$ cat src/rtl/rxdma_pkg.sv
package rxdma_pkg;

  typedef enum logic [1:0] {
    MODE_FRAME  = 2'd0,
    MODE_PERIOD = 2'd1,
    MODE_SILENT = 2'd2,
    MODE_MATCH  = 2'd3
  } rx_mode_e;

  typedef struct packed {
    logic       eot;
    logic       abort;
    logic [7:0] data;
  } rx_entry_t;

  localparam logic [3:0] RA_CTRL   = 4'd0;
  localparam logic [3:0] RA_STATUS = 4'd1;
  localparam logic [3:0] RA_BASE   = 4'd2;
  localparam logic [3:0] RA_BOUND  = 4'd3;
  localparam logic [3:0] RA_PTR    = 4'd4;
  localparam logic [3:0] RA_COUNT  = 4'd5;
  localparam logic [3:0] RA_TMO    = 4'd6;
  localparam logic [3:0] RA_MLO    = 4'd7;
  localparam logic [3:0] RA_MHI    = 4'd8;
  localparam logic [3:0] RA_LEVEL  = 4'd9;

  localparam int CAUSE_FRAME  = 0;
  localparam int CAUSE_PERIOD = 1;
  localparam int CAUSE_SILENT = 2;
  localparam int CAUSE_MATCH  = 3;

endpackage

$ cat src/rtl/rxdma_fifo.sv
module rxdma_fifo #(
  parameter int DEPTH = 4,
  parameter int W     = 10,
  localparam int LW   = (DEPTH > 1) ? $clog2(DEPTH) : 1,
  localparam int LVW  = $clog2(DEPTH + 1)
) (
  input  logic           clk,
  input  logic           rst_n,
  input  logic           push,
  input  logic [W-1:0]   din,
  input  logic           pop,
  output logic [W-1:0]   dout,
  output logic           empty,
  output logic           full,
  output logic [LVW-1:0] level
);

  logic [W-1:0]   store_q [DEPTH];
  logic [LW-1:0]  wp_q, wp_d, rp_q, rp_d;
  logic [LVW-1:0] lvl_q, lvl_d;

  function automatic logic [LW-1:0] bump(input logic [LW-1:0] p);
    return (p == LW'(DEPTH - 1)) ? '0 : p + 1'b1;
  endfunction

  always_comb begin
    wp_d  = push ? bump(wp_q) : wp_q;
    rp_d  = pop  ? bump(rp_q) : rp_q;
    lvl_d = lvl_q + LVW'(push) - LVW'(pop);
  end

  always_ff @(posedge clk or negedge rst_n) begin
    if (!rst_n) begin
      wp_q  <= '0;
      rp_q  <= '0;
      lvl_q <= '0;
    end else begin
      wp_q  <= wp_d;
      rp_q  <= rp_d;
      lvl_q <= lvl_d;
    end
  end

  always_ff @(posedge clk) begin
    if (push) store_q[wp_q] <= din;
  end

  assign dout  = store_q[rp_q];
  assign empty = (lvl_q == '0);
  assign full  = (lvl_q == LVW'(DEPTH));
  assign level = lvl_q;

  AST_FIFO_NO_OVERFLOW: assert property (@(posedge clk) disable iff (!rst_n)
    lvl_q <= LVW'(DEPTH));

endmodule

$ cat src/rtl/rxdma_regs.sv
module rxdma_regs
  import rxdma_pkg::*;
#(
  parameter int AW  = 16,
  parameter int TW  = 16,
  parameter int LVW = 3
) (
  input  logic               clk,
  input  logic               rst_n,
  input  logic               reg_wr,
  input  logic [3:0]         reg_addr,
  input  logic [15:0]        reg_wdata,
  output logic [15:0]        reg_rdata,
  input  logic [AW-1:0]      ptr,
  input  logic [3:0]         sticky,
  input  logic [LVW-1:0]     level,
  output logic               en,
  output logic               en_start,
  output rx_mode_e           mode,
  output logic [3:0]         mask,
  output logic [3:0]         match_en,
  output logic [3:0][7:0]    match_chars,
  output logic [AW-1:0]      base,
  output logic [AW-1:0]      bound,
  output logic [15:0]        period_n,
  output logic [TW-1:0]      tmo,
  output logic               ptr_wr,
  output logic [AW-1:0]      ptr_wdata,
  output logic [3:0]         clr
);

  logic [11:0]     ctrl_q;
  logic [AW-1:0]   base_q, bound_q;
  logic [15:0]     count_q;
  logic [TW-1:0]   tmo_q;
  logic [3:0][7:0] match_q;
  logic            en_d_q;

  logic wr_ctrl, wr_base, wr_bound, wr_count, wr_tmo, wr_mlo, wr_mhi;

  always_comb begin
    wr_ctrl  = reg_wr && (reg_addr == RA_CTRL);
    wr_base  = reg_wr && (reg_addr == RA_BASE);
    wr_bound = reg_wr && (reg_addr == RA_BOUND);
    wr_count = reg_wr && (reg_addr == RA_COUNT);
    wr_tmo   = reg_wr && (reg_addr == RA_TMO);
    wr_mlo   = reg_wr && (reg_addr == RA_MLO);
    wr_mhi   = reg_wr && (reg_addr == RA_MHI);
  end

  always_ff @(posedge clk or negedge rst_n) begin
    if (!rst_n) begin
      ctrl_q  <= '0;
      base_q  <= '0;
      bound_q <= '0;
      count_q <= '0;
      tmo_q   <= '0;
      match_q <= '0;
      en_d_q  <= 1'b0;
    end else begin
      en_d_q <= ctrl_q[0];
      if (wr_ctrl)  ctrl_q  <= reg_wdata[11:0];
      if (wr_base)  base_q  <= reg_wdata[AW-1:0];
      if (wr_bound) bound_q <= reg_wdata[AW-1:0];
      if (wr_count) count_q <= reg_wdata;
      if (wr_tmo)   tmo_q   <= reg_wdata[TW-1:0];
      if (wr_mlo) begin
        match_q[0] <= reg_wdata[7:0];
        match_q[1] <= reg_wdata[15:8];
      end
      if (wr_mhi) begin
        match_q[2] <= reg_wdata[7:0];
        match_q[3] <= reg_wdata[15:8];
      end
    end
  end

  always_comb begin
    reg_rdata = '0;
    unique case (reg_addr)
      RA_CTRL:   reg_rdata[11:0]    = ctrl_q;
      RA_STATUS: reg_rdata[3:0]     = sticky;
      RA_BASE:   reg_rdata[AW-1:0]  = base_q;
      RA_BOUND:  reg_rdata[AW-1:0]  = bound_q;
      RA_PTR:    reg_rdata[AW-1:0]  = ptr;
      RA_COUNT:  reg_rdata          = count_q;
      RA_TMO:    reg_rdata[TW-1:0]  = tmo_q;
      RA_MLO:    reg_rdata          = {match_q[1], match_q[0]};
      RA_MHI:    reg_rdata          = {match_q[3], match_q[2]};
      RA_LEVEL:  reg_rdata[LVW-1:0] = level;
      default:   reg_rdata          = '0;
    endcase
  end

  assign en          = ctrl_q[0];
  assign en_start    = ctrl_q[0] && !en_d_q;
  assign mode        = rx_mode_e'(ctrl_q[2:1]);
  assign mask        = ctrl_q[7:4];
  assign match_en    = ctrl_q[11:8];
  assign match_chars = match_q;
  assign base        = base_q;
  assign bound       = bound_q;
  assign period_n    = count_q;
  assign tmo         = tmo_q;
  assign ptr_wr      = reg_wr && (reg_addr == RA_PTR);
  assign ptr_wdata   = reg_wdata[AW-1:0];
  assign clr         = (reg_wr && (reg_addr == RA_STATUS)) ? reg_wdata[3:0] : 4'b0;

endmodule

$ cat src/rtl/rxdma_engine.sv
module rxdma_engine
  import rxdma_pkg::*;
#(
  parameter int AW = 16
) (
  input  logic          clk,
  input  logic          rst_n,
  input  logic          en,
  input  logic          en_start,
  input  rx_mode_e      mode,
  input  logic [AW-1:0] base,
  input  logic [AW-1:0] bound,
  input  logic          ptr_wr,
  input  logic [AW-1:0] ptr_wdata,
  input  logic          fifo_empty,
  input  rx_entry_t     entry,
  output logic          fifo_pop,
  output logic          mem_we,
  output logic [AW-1:0] mem_addr,
  output logic [7:0]    mem_wdata,
  input  logic          mem_gnt,
  output logic [AW-1:0] ptr,
  output logic          byte_ev,
  output logic [7:0]    byte_val,
  output logic          frame_ev
);

  typedef enum logic [1:0] {ST_IDLE, ST_CNT, ST_STAT} eng_state_e;

  eng_state_e    st_q, st_d;
  logic [AW-1:0] ptr_q, ptr_d, hdr_q, hdr_d;
  logic          open_q, open_d, open_cur;
  logic [7:0]    cnt_q, cnt_d, cnt_cur;

  function automatic logic [AW-1:0] step(input logic [AW-1:0] a,
                                         input logic [AW-1:0] lo,
                                         input logic [AW-1:0] hi);
    return (a == hi) ? lo : a + 1'b1;
  endfunction

  always_comb begin
    open_cur  = en_start ? 1'b0 : open_q;
    cnt_cur   = en_start ? 8'd0 : cnt_q;
    st_d      = st_q;
    ptr_d     = ptr_q;
    hdr_d     = hdr_q;
    open_d    = open_cur;
    cnt_d     = cnt_cur;
    mem_we    = 1'b0;
    mem_addr  = ptr_q;
    mem_wdata = entry.data;
    fifo_pop  = 1'b0;
    byte_ev   = 1'b0;
    frame_ev  = 1'b0;
    unique case (st_q)
      ST_IDLE: begin
        if (en && !fifo_empty) begin
          if (mode == MODE_FRAME && !open_cur) begin
            hdr_d  = ptr_q;
            ptr_d  = step(step(ptr_q, base, bound), base, bound);
            open_d = 1'b1;
          end else if (!entry.eot) begin
            mem_we = 1'b1;
            if (mem_gnt) begin
              fifo_pop = 1'b1;
              ptr_d    = step(ptr_q, base, bound);
              cnt_d    = cnt_cur + 8'd1;
              byte_ev  = 1'b1;
            end
          end else if (mode == MODE_FRAME) begin
            st_d = ST_CNT;
          end else begin
            fifo_pop = 1'b1;
          end
        end
      end
      ST_CNT: begin
        mem_we    = 1'b1;
        mem_addr  = hdr_q;
        mem_wdata = cnt_q;
        if (mem_gnt) st_d = ST_STAT;
      end
      ST_STAT: begin
        mem_we    = 1'b1;
        mem_addr  = step(hdr_q, base, bound);
        mem_wdata = {entry.abort, entry.data[6:0]};
        if (mem_gnt) begin
          fifo_pop = 1'b1;
          frame_ev = 1'b1;
          open_d   = 1'b0;
          cnt_d    = 8'd0;
          st_d     = ST_IDLE;
        end
      end
      default: st_d = ST_IDLE;
    endcase
    if (ptr_wr) ptr_d = ptr_wdata;
  end

  always_ff @(posedge clk or negedge rst_n) begin
    if (!rst_n) begin
      st_q   <= ST_IDLE;
      ptr_q  <= '0;
      hdr_q  <= '0;
      open_q <= 1'b0;
      cnt_q  <= '0;
    end else begin
      st_q   <= st_d;
      ptr_q  <= ptr_d;
      hdr_q  <= hdr_d;
      open_q <= open_d;
      cnt_q  <= cnt_d;
    end
  end

  assign ptr      = ptr_q;
  assign byte_val = entry.data;

  AST_PTR_STEP: assert property (@(posedge clk) disable iff (!rst_n)
    (byte_ev && !ptr_wr && ptr_q != bound) |=> ptr_q == $past(ptr_q) + 1'b1);
  AST_WRAP_TO_BASE: assert property (@(posedge clk) disable iff (!rst_n)
    (byte_ev && !ptr_wr && ptr_q == bound) |=> ptr_q == $past(base));
  AST_HDR_ORDER: assert property (@(posedge clk) disable iff (!rst_n)
    (st_q == ST_CNT && mem_gnt) |=> (st_q == ST_STAT && mem_we));

endmodule

$ cat src/rtl/rxdma_irq.sv
module rxdma_irq
  import rxdma_pkg::*;
#(
  parameter int TW = 16
) (
  input  logic            clk,
  input  logic            rst_n,
  input  logic            en,
  input  logic            en_start,
  input  rx_mode_e        mode,
  input  logic            byte_ev,
  input  logic [7:0]      byte_val,
  input  logic            frame_ev,
  input  logic            arrive,
  input  logic [15:0]     period_n,
  input  logic [TW-1:0]   tmo,
  input  logic [3:0][7:0] match_chars,
  input  logic [3:0]      match_en,
  input  logic [3:0]      mask,
  input  logic [3:0]      clr,
  output logic [3:0]      sticky,
  output logic            irq
);

  logic [3:0]    sticky_q, sticky_d, ev;
  logic [15:0]   pcnt_q, pcnt_d, pcnt_cur;
  logic [TW-1:0] tcnt_q, tcnt_d;
  logic          armed_q, armed_d;
  logic [3:0]    hit;

  for (genvar i = 0; i < 4; i++) begin : g_cmp
    assign hit[i] = match_en[i] && (byte_val == match_chars[i]);
  end

  always_comb begin
    ev       = '0;
    pcnt_cur = en_start ? period_n : pcnt_q;
    pcnt_d   = pcnt_cur;
    tcnt_d   = tcnt_q;
    armed_d  = armed_q;

    ev[CAUSE_FRAME] = frame_ev && (mode == MODE_FRAME);

    if (byte_ev && mode == MODE_PERIOD) begin
      if (pcnt_cur <= 16'd1) begin
        pcnt_d           = period_n;
        ev[CAUSE_PERIOD] = (period_n != 16'd0);
      end else begin
        pcnt_d = pcnt_cur - 16'd1;
      end
    end

    if (!en || en_start) begin
      armed_d = 1'b0;
      tcnt_d  = '0;
    end else if (arrive && mode == MODE_SILENT && tmo != '0) begin
      armed_d = 1'b1;
      tcnt_d  = '0;
    end else if (armed_q) begin
      if (tcnt_q == tmo - 1'b1) begin
        ev[CAUSE_SILENT] = 1'b1;
        armed_d          = 1'b0;
      end else begin
        tcnt_d = tcnt_q + 1'b1;
      end
    end

    ev[CAUSE_MATCH] = byte_ev && (mode == MODE_MATCH) && (|hit);

    sticky_d = (sticky_q & ~clr) | ev;
  end

  always_ff @(posedge clk or negedge rst_n) begin
    if (!rst_n) begin
      sticky_q <= '0;
      pcnt_q   <= '0;
      tcnt_q   <= '0;
      armed_q  <= 1'b0;
    end else begin
      sticky_q <= sticky_d;
      pcnt_q   <= pcnt_d;
      tcnt_q   <= tcnt_d;
      armed_q  <= armed_d;
    end
  end

  assign sticky = sticky_q;
  assign irq    = |(sticky_q & mask);

  AST_STICKY_HOLD: assert property (@(posedge clk) disable iff (!rst_n)
    (|(sticky_q & ~clr)) |=> ((sticky_q & $past(sticky_q & ~clr)) == $past(sticky_q & ~clr)));
  AST_PERIOD_RELOAD: assert property (@(posedge clk) disable iff (!rst_n)
    ev[CAUSE_PERIOD] |=> pcnt_q == $past(period_n));
  AST_SILENT_ONESHOT: assert property (@(posedge clk) disable iff (!rst_n)
    ev[CAUSE_SILENT] |=> !armed_q);

endmodule

$ cat src/rtl/rxdma_chan.sv
module rxdma_chan
  import rxdma_pkg::*;
#(
  parameter int AW    = 16,
  parameter int TW    = 16,
  parameter int DEPTH = 4
) (
  input  logic          clk,
  input  logic          rst_n,
  input  logic          in_valid,
  input  logic [7:0]    in_data,
  input  logic          in_eof,
  input  logic          in_abort,
  input  logic [7:0]    in_status,
  output logic          in_ready,
  input  logic          reg_wr,
  input  logic [3:0]    reg_addr,
  input  logic [15:0]   reg_wdata,
  output logic [15:0]   reg_rdata,
  output logic          mem_we,
  output logic [AW-1:0] mem_addr,
  output logic [7:0]    mem_wdata,
  input  logic          mem_gnt,
  output logic          irq
);

  localparam int EW  = $bits(rx_entry_t);
  localparam int LVW = $clog2(DEPTH + 1);

  rx_entry_t       din, dout;
  logic            push, pop, empty, full, arrive;
  logic [LVW-1:0]  level;
  logic            en, en_start, ptr_wr;
  rx_mode_e        mode;
  logic [3:0]      mask, match_en, clr, sticky;
  logic [3:0][7:0] match_chars;
  logic [AW-1:0]   base, bound, ptr, ptr_wdata;
  logic [15:0]     period_n;
  logic [TW-1:0]   tmo;
  logic            byte_ev, frame_ev;
  logic [7:0]      byte_val;

  always_comb begin
    din.eot   = in_eof || in_abort;
    din.abort = in_abort;
    din.data  = din.eot ? in_status : in_data;
  end

  assign in_ready = !full;
  assign push     = in_valid && !full;
  assign arrive   = push && !din.eot;

  rxdma_fifo #(.DEPTH(DEPTH), .W(EW)) u_fifo (
    .clk(clk), .rst_n(rst_n), .push(push), .din(din), .pop(pop),
    .dout(dout), .empty(empty), .full(full), .level(level)
  );

  rxdma_regs #(.AW(AW), .TW(TW), .LVW(LVW)) u_regs (
    .clk(clk), .rst_n(rst_n), .reg_wr(reg_wr), .reg_addr(reg_addr),
    .reg_wdata(reg_wdata), .reg_rdata(reg_rdata), .ptr(ptr), .sticky(sticky),
    .level(level), .en(en), .en_start(en_start), .mode(mode), .mask(mask),
    .match_en(match_en), .match_chars(match_chars), .base(base), .bound(bound),
    .period_n(period_n), .tmo(tmo), .ptr_wr(ptr_wr), .ptr_wdata(ptr_wdata),
    .clr(clr)
  );

  rxdma_engine #(.AW(AW)) u_engine (
    .clk(clk), .rst_n(rst_n), .en(en), .en_start(en_start), .mode(mode),
    .base(base), .bound(bound), .ptr_wr(ptr_wr), .ptr_wdata(ptr_wdata),
    .fifo_empty(empty), .entry(dout), .fifo_pop(pop), .mem_we(mem_we),
    .mem_addr(mem_addr), .mem_wdata(mem_wdata), .mem_gnt(mem_gnt), .ptr(ptr),
    .byte_ev(byte_ev), .byte_val(byte_val), .frame_ev(frame_ev)
  );

  rxdma_irq #(.TW(TW)) u_irq (
    .clk(clk), .rst_n(rst_n), .en(en), .en_start(en_start), .mode(mode),
    .byte_ev(byte_ev), .byte_val(byte_val), .frame_ev(frame_ev),
    .arrive(arrive), .period_n(period_n), .tmo(tmo),
    .match_chars(match_chars), .match_en(match_en), .mask(mask), .clr(clr),
    .sticky(sticky), .irq(irq)
  );

  AST_NO_WRITE_IDLE_FIFO: assert property (@(posedge clk) disable iff (!rst_n)
    (mem_we && mem_gnt && !frame_ev && empty) |-> 1'b0);

endmodule

$ cat config.mk
export PLATFORM = sky130hd
export DESIGN_NAME = rxdma_chan
export DESIGN_NICKNAME = d
export VERILOG_FILES = /design/src/rtl/rxdma_pkg.sv /design/src/rtl/rxdma_fifo.sv /design/src/rtl/rxdma_regs.sv /design/src/rtl/rxdma_engine.sv /design/src/rtl/rxdma_irq.sv /design/src/rtl/rxdma_chan.sv
export SDC_FILE = /design/constraint.sdc
export NUM_CORES = 1
export LEC_CHECK = 0
export BUFFER_PORTS_ARGS = -buffer_cell sky130_fd_sc_hd__buf_2
export CAP_MARGIN = 15
export CORE_ASPECT_RATIO = 1.75
export CORE_UTILIZATION = 62
export CTS_CLUSTER_SIZE = 24
export DETAILED_ROUTE_END_ITERATION = 7
export GPL_TIMING_DRIVEN = 0
export PLACE_DENSITY = 0.81
export SYNTH_ARGS = -nofsm -noshare
export SYNTH_HDL_FRONTEND = slang
export SYNTH_SLANG_ARGS = --single-unit
$ cat constraint.sdc
create_clock -name clk -period 3.8 [get_ports clk]
set_input_delay 0.19 -clock clk [delete_from_list [all_inputs] [get_ports clk]]
set_output_delay 0.19 -clock clk [all_outputs]
set_load 0.02 [all_outputs]
==> impl_metrics.toml <==
[critical_path]
cp-end-kind = "register"
cp_common_cell = "nand2_1"
crit_arrival_ns = 4.14
critPathRequiredTime_ns = 4.22
cp_max_fo = 10
reg2reg_depth = 12
crit_cells = 12
crit_chain = "clkbuf_2, nand2b_1, buf_2, nand2_1, nand2_1, nor2_4, or3_1, clkbuf_1, nand2_1, nor2_2, a211oi_1, o21a_1"
start_kind = "register"
cp_top_family = "simple AND/OR/NAND/NOR gates"
max_stage_delay_ns = 0.50
crit_type = "register to register"
cp_slowest_cell = "nor2_4"
path_buf_inv = 3

[placed_design]
place_congestion = 0.9895
dp_hpwl_um = 38460
io_buffers = 77
pre_cts_ws_ns = -0.7197
place_inst = 1887
place_area_um2 = 15720

[sta]
clock.fmax_ghz = 0.2689
finalHoldViolCount = 0
fin_crit_ns = 3.719
finalClockSkew_ns = 0.02272
fin_crit_sh_pct = 97.87
worst_slack_ns = 0.08087
tightest_slew_ns = 1.205
slew_viol_final = 0
setup_violations = 0
slew_headroom_pct = 19.04

[pwr]
switching_share_pct = 43.85
switching_power_mw = 5.275
power-per-cell-area_nw_per_um2 = 712.3
leakage_nw = 7.023
ir_worst_vdd_uv = 605.1
p_seq_share_pct = 35.1
finalPower_mw = 12.03
power_frac_clock_pct = 21.5
p_comb_share_pct = 43.4
p_int_mw = 6.754

[logic_synthesis]
seq_area_frac_synth_pct = 40.96
synth_ff_type = "dfrtp_1"
yosysWarnings = 0
synth_seq_cells = 236
syn_area_per_cell_um2 = 9.911
synth_top_area_share_pct = 32.91
synth_area_leaders = "dfrtp_1, mux2_2, edfxtp_1"
synthCells = 1504
async_reset_ff_share_pct = 83.05
synth_nets = 1569
ys_types = 81
synth-edff-count = 40
synth_top_cell_by_area = "dfrtp_1"
synth_area_um2 = 14910

[floorplanning]
io_pins = 86
die_w_um = 119.2
std_cell_rows = 74
die_h_um = 207.1
core-area_um2 = 23430
start_util_pct = 63.63
fp.dieArea_um2 = 24690

[clock_network]
htreeDepth = 1
clkSinkCount = 236
clock-root-buffer = "clkbuf_16"
clk_path_buf_depth = 3
clk_pin_slew_ns = 0.07
cts_tree = "done"
numCtsBuffers = 24
worstSkewPairLatency_ns = 0.56

[run_status]
violations = "design-rule violations"
run_status = "complete, but fails checks"

[global_route]
grt_max_degree = 108
grt_antenna_before_repair = 0
grt_pass1_vias = 13850
overflow = 0
gr-usage-all-layers_pct = 44.21
grt_first_pass_wirelength_um = 81280

[hold_path]
hold_path_depth = 2
hp-class = "primary input to register"

[drt]
firstDrtPassIters = 8
viasPerCell = 6.982
wirelength_um = 53650
antenna_left = 0
vias = 13610
drtIter0Drc = 1378
wl_per_cell_um = 27.52
drc = 2

[final_layout]
area_growth_pct = 13.30
drive_gt1_share_pct = 20.24
fillers = 1769
fin_nets = 1692
instances_no_fill = 1949
design_area_um2 = 16890
n_antenna_cell = 0

[flow_run]
max-cap-violations = 0
## power by group through the flow
| stage | sequential, mW | combinational, mW | clock [mW] |
|---|---|---|---|
| after detailed placement | 4.15 | 5.01 | 0 |
| after global routing | 4.26 | 5.57 | 2.67 |
| final | 4.22 | 5.22 | 2.59 |
| after CTS | 4.13 | 5.08 | 2.58 |
| after floorplan | 3.76 | 3.61 | 0 |
| after global placement | 4.11 | 4.89 | 0 |
## cells in the mapped netlist (16+ instances only)
library cell,count
a21oi_1,49
a22o_1,21
a22oi_1,56
a31oi_1,16
and2_1,16
and3_1,27
clkbuf_1,69
dfrtp_1,196
edfxtp_1,40
ha_1,21
inv_1,28
mux2_2,138
mux2i_1,24
nand2_1,110
nand3_1,53
nand4_1,34
nor2_1,136
nor3_1,33
nor4_1,18
o21ai_0,55
xnor2_1,61
xor2_1,82
## stage by stage
stage | util (%) | setup TNS [ns] | hold WS (ns)
after global routing | 72.09 | -0.1227 | 0.01915
after global placement | 66.90 | -146.80 | 0.3556
after floorplan | - | 0 | -0.1056
after detailed placement | 67.11 | -8.355 | 0.2515
final | 72.09 | 0 | 0.01490
after CTS | 71.62 | 0 | 0.003356
## worst paths after layout
path | startpoint | endpoint | slack (ns)
max reg2reg | u_regs.ctrl_q[0]$_DFFE_PN0P_ | u_engine.ptr[9]$_DFFE_PN0P_ | 0.08
max in group asynchronous | rst_n | u_regs.bound[9]$_DFFE_PN0P_ | 2.56
min | reg_wdata[12] | u_regs.tmo[12]$_DFFE_PN0P_ | 0.01
min reg2reg | u_regs.ctrl_q[0]$_DFFE_PN0P_ | u_regs.en_d_q$_DFF_PN0_ | 0.38
max | u_regs.ctrl_q[0]$_DFFE_PN0P_ | u_engine.ptr[9]$_DFFE_PN0P_ | 0.08
min in group asynchronous | rst_n | u_regs.en_d_q$_DFF_PN0_ | 0.24
## registers in the layout, indices dropped and copies added (netlist names), 2 cells and up
signal,cells
u_regs.tmo,16
u_regs.match_chars,32
u_irq.pcnt_q,16
u_engine.st_q,2
u_regs.period_n,16
u_fifo.rp_q,2
u_fifo.store_q,40
u_irq.tcnt_q,16
u_fifo.wp_q,2
u_regs.base,16
u_engine.ptr,16
u_fifo.level,3
u_regs.ctrl_q,12
u_engine.hdr_q,16
u_engine.cnt_q,8
u_irq.sticky,4
u_regs.bound,16
## placed cells by master (no fill, tap or decap), types with 15 or more instances in the layout
| cell | n |
|---|---|
| dfrtp_1 | 196 |
| mux2_2 | 138 |
| nor2_1 | 134 |
| nand2_1 | 110 |
| buf_2 | 85 |
| xor2_1 | 82 |
| clkbuf_1 | 64 |
| xnor2_1 | 61 |
| a22oi_1 | 56 |
| o21ai_0 | 55 |
| nand3_1 | 53 |
| a21oi_1 | 49 |
| edfxtp_1 | 40 |
| nand4_1 | 34 |
| nor3_1 | 30 |
| inv_1 | 28 |
| and3_1 | 27 |
| clkbuf_16 | 25 |
| a22o_1 | 21 |
| mux2i_1 | 21 |
| ha_1 | 21 |
| dlygate4sd3_1 | 17 |
| a31oi_1 | 16 |
| and2_1 | 16 |
| nor4_1 | 15 |
## metal layers
layer  global-route usage [%]  up-vias  routed length [um]
met4                    40.20        0                5641
li1                         -     5806                   -
met3                    7.654      332                4128
met2                    73.38      893               26180
met5                        0        -                   0
met1                    47.59     6577               17690
## kinds of logic (layout without fill, tap and decap cells)
group,Yosys count,count (layout),synth area share (%)
simple gates,500,500,16.97
compound gates,301,301,13.95
flops,236,236,40.96
mux,179,179,14.26
xor+xnor,143,143,8.403
buf+inv,123,264,3.551
fa+ha+maj,22,22,1.897
## what timing repair did
action	4_1_cts	5_1_grt
endpoints found under the hold margin	125	0
endpoints found under the setup margin	28	55
hold buffers	17	0
pin swaps	0	3
buffers inserted	0	3
gates resized for setup	10	18
## final cells by class
type / instances / area, um2 / area share, %
plain buffers: 92 / 421.7 / 2.497
clock buffers: 30 / 674.4 / 3.993
multi-input cells: 1145 / 8384 / 49.65
repair buffers: 99 / 633.1 / 3.749
inverters: 29 / 108.9 / 0.6446
clock inverters: 14 / 178.9 / 1.059
flip-flops and latches: 236 / 6106 / 36.16
well taps: 304 / 380.4 / 2.252
No activity file was read; power rests on OpenSTA's default activity.
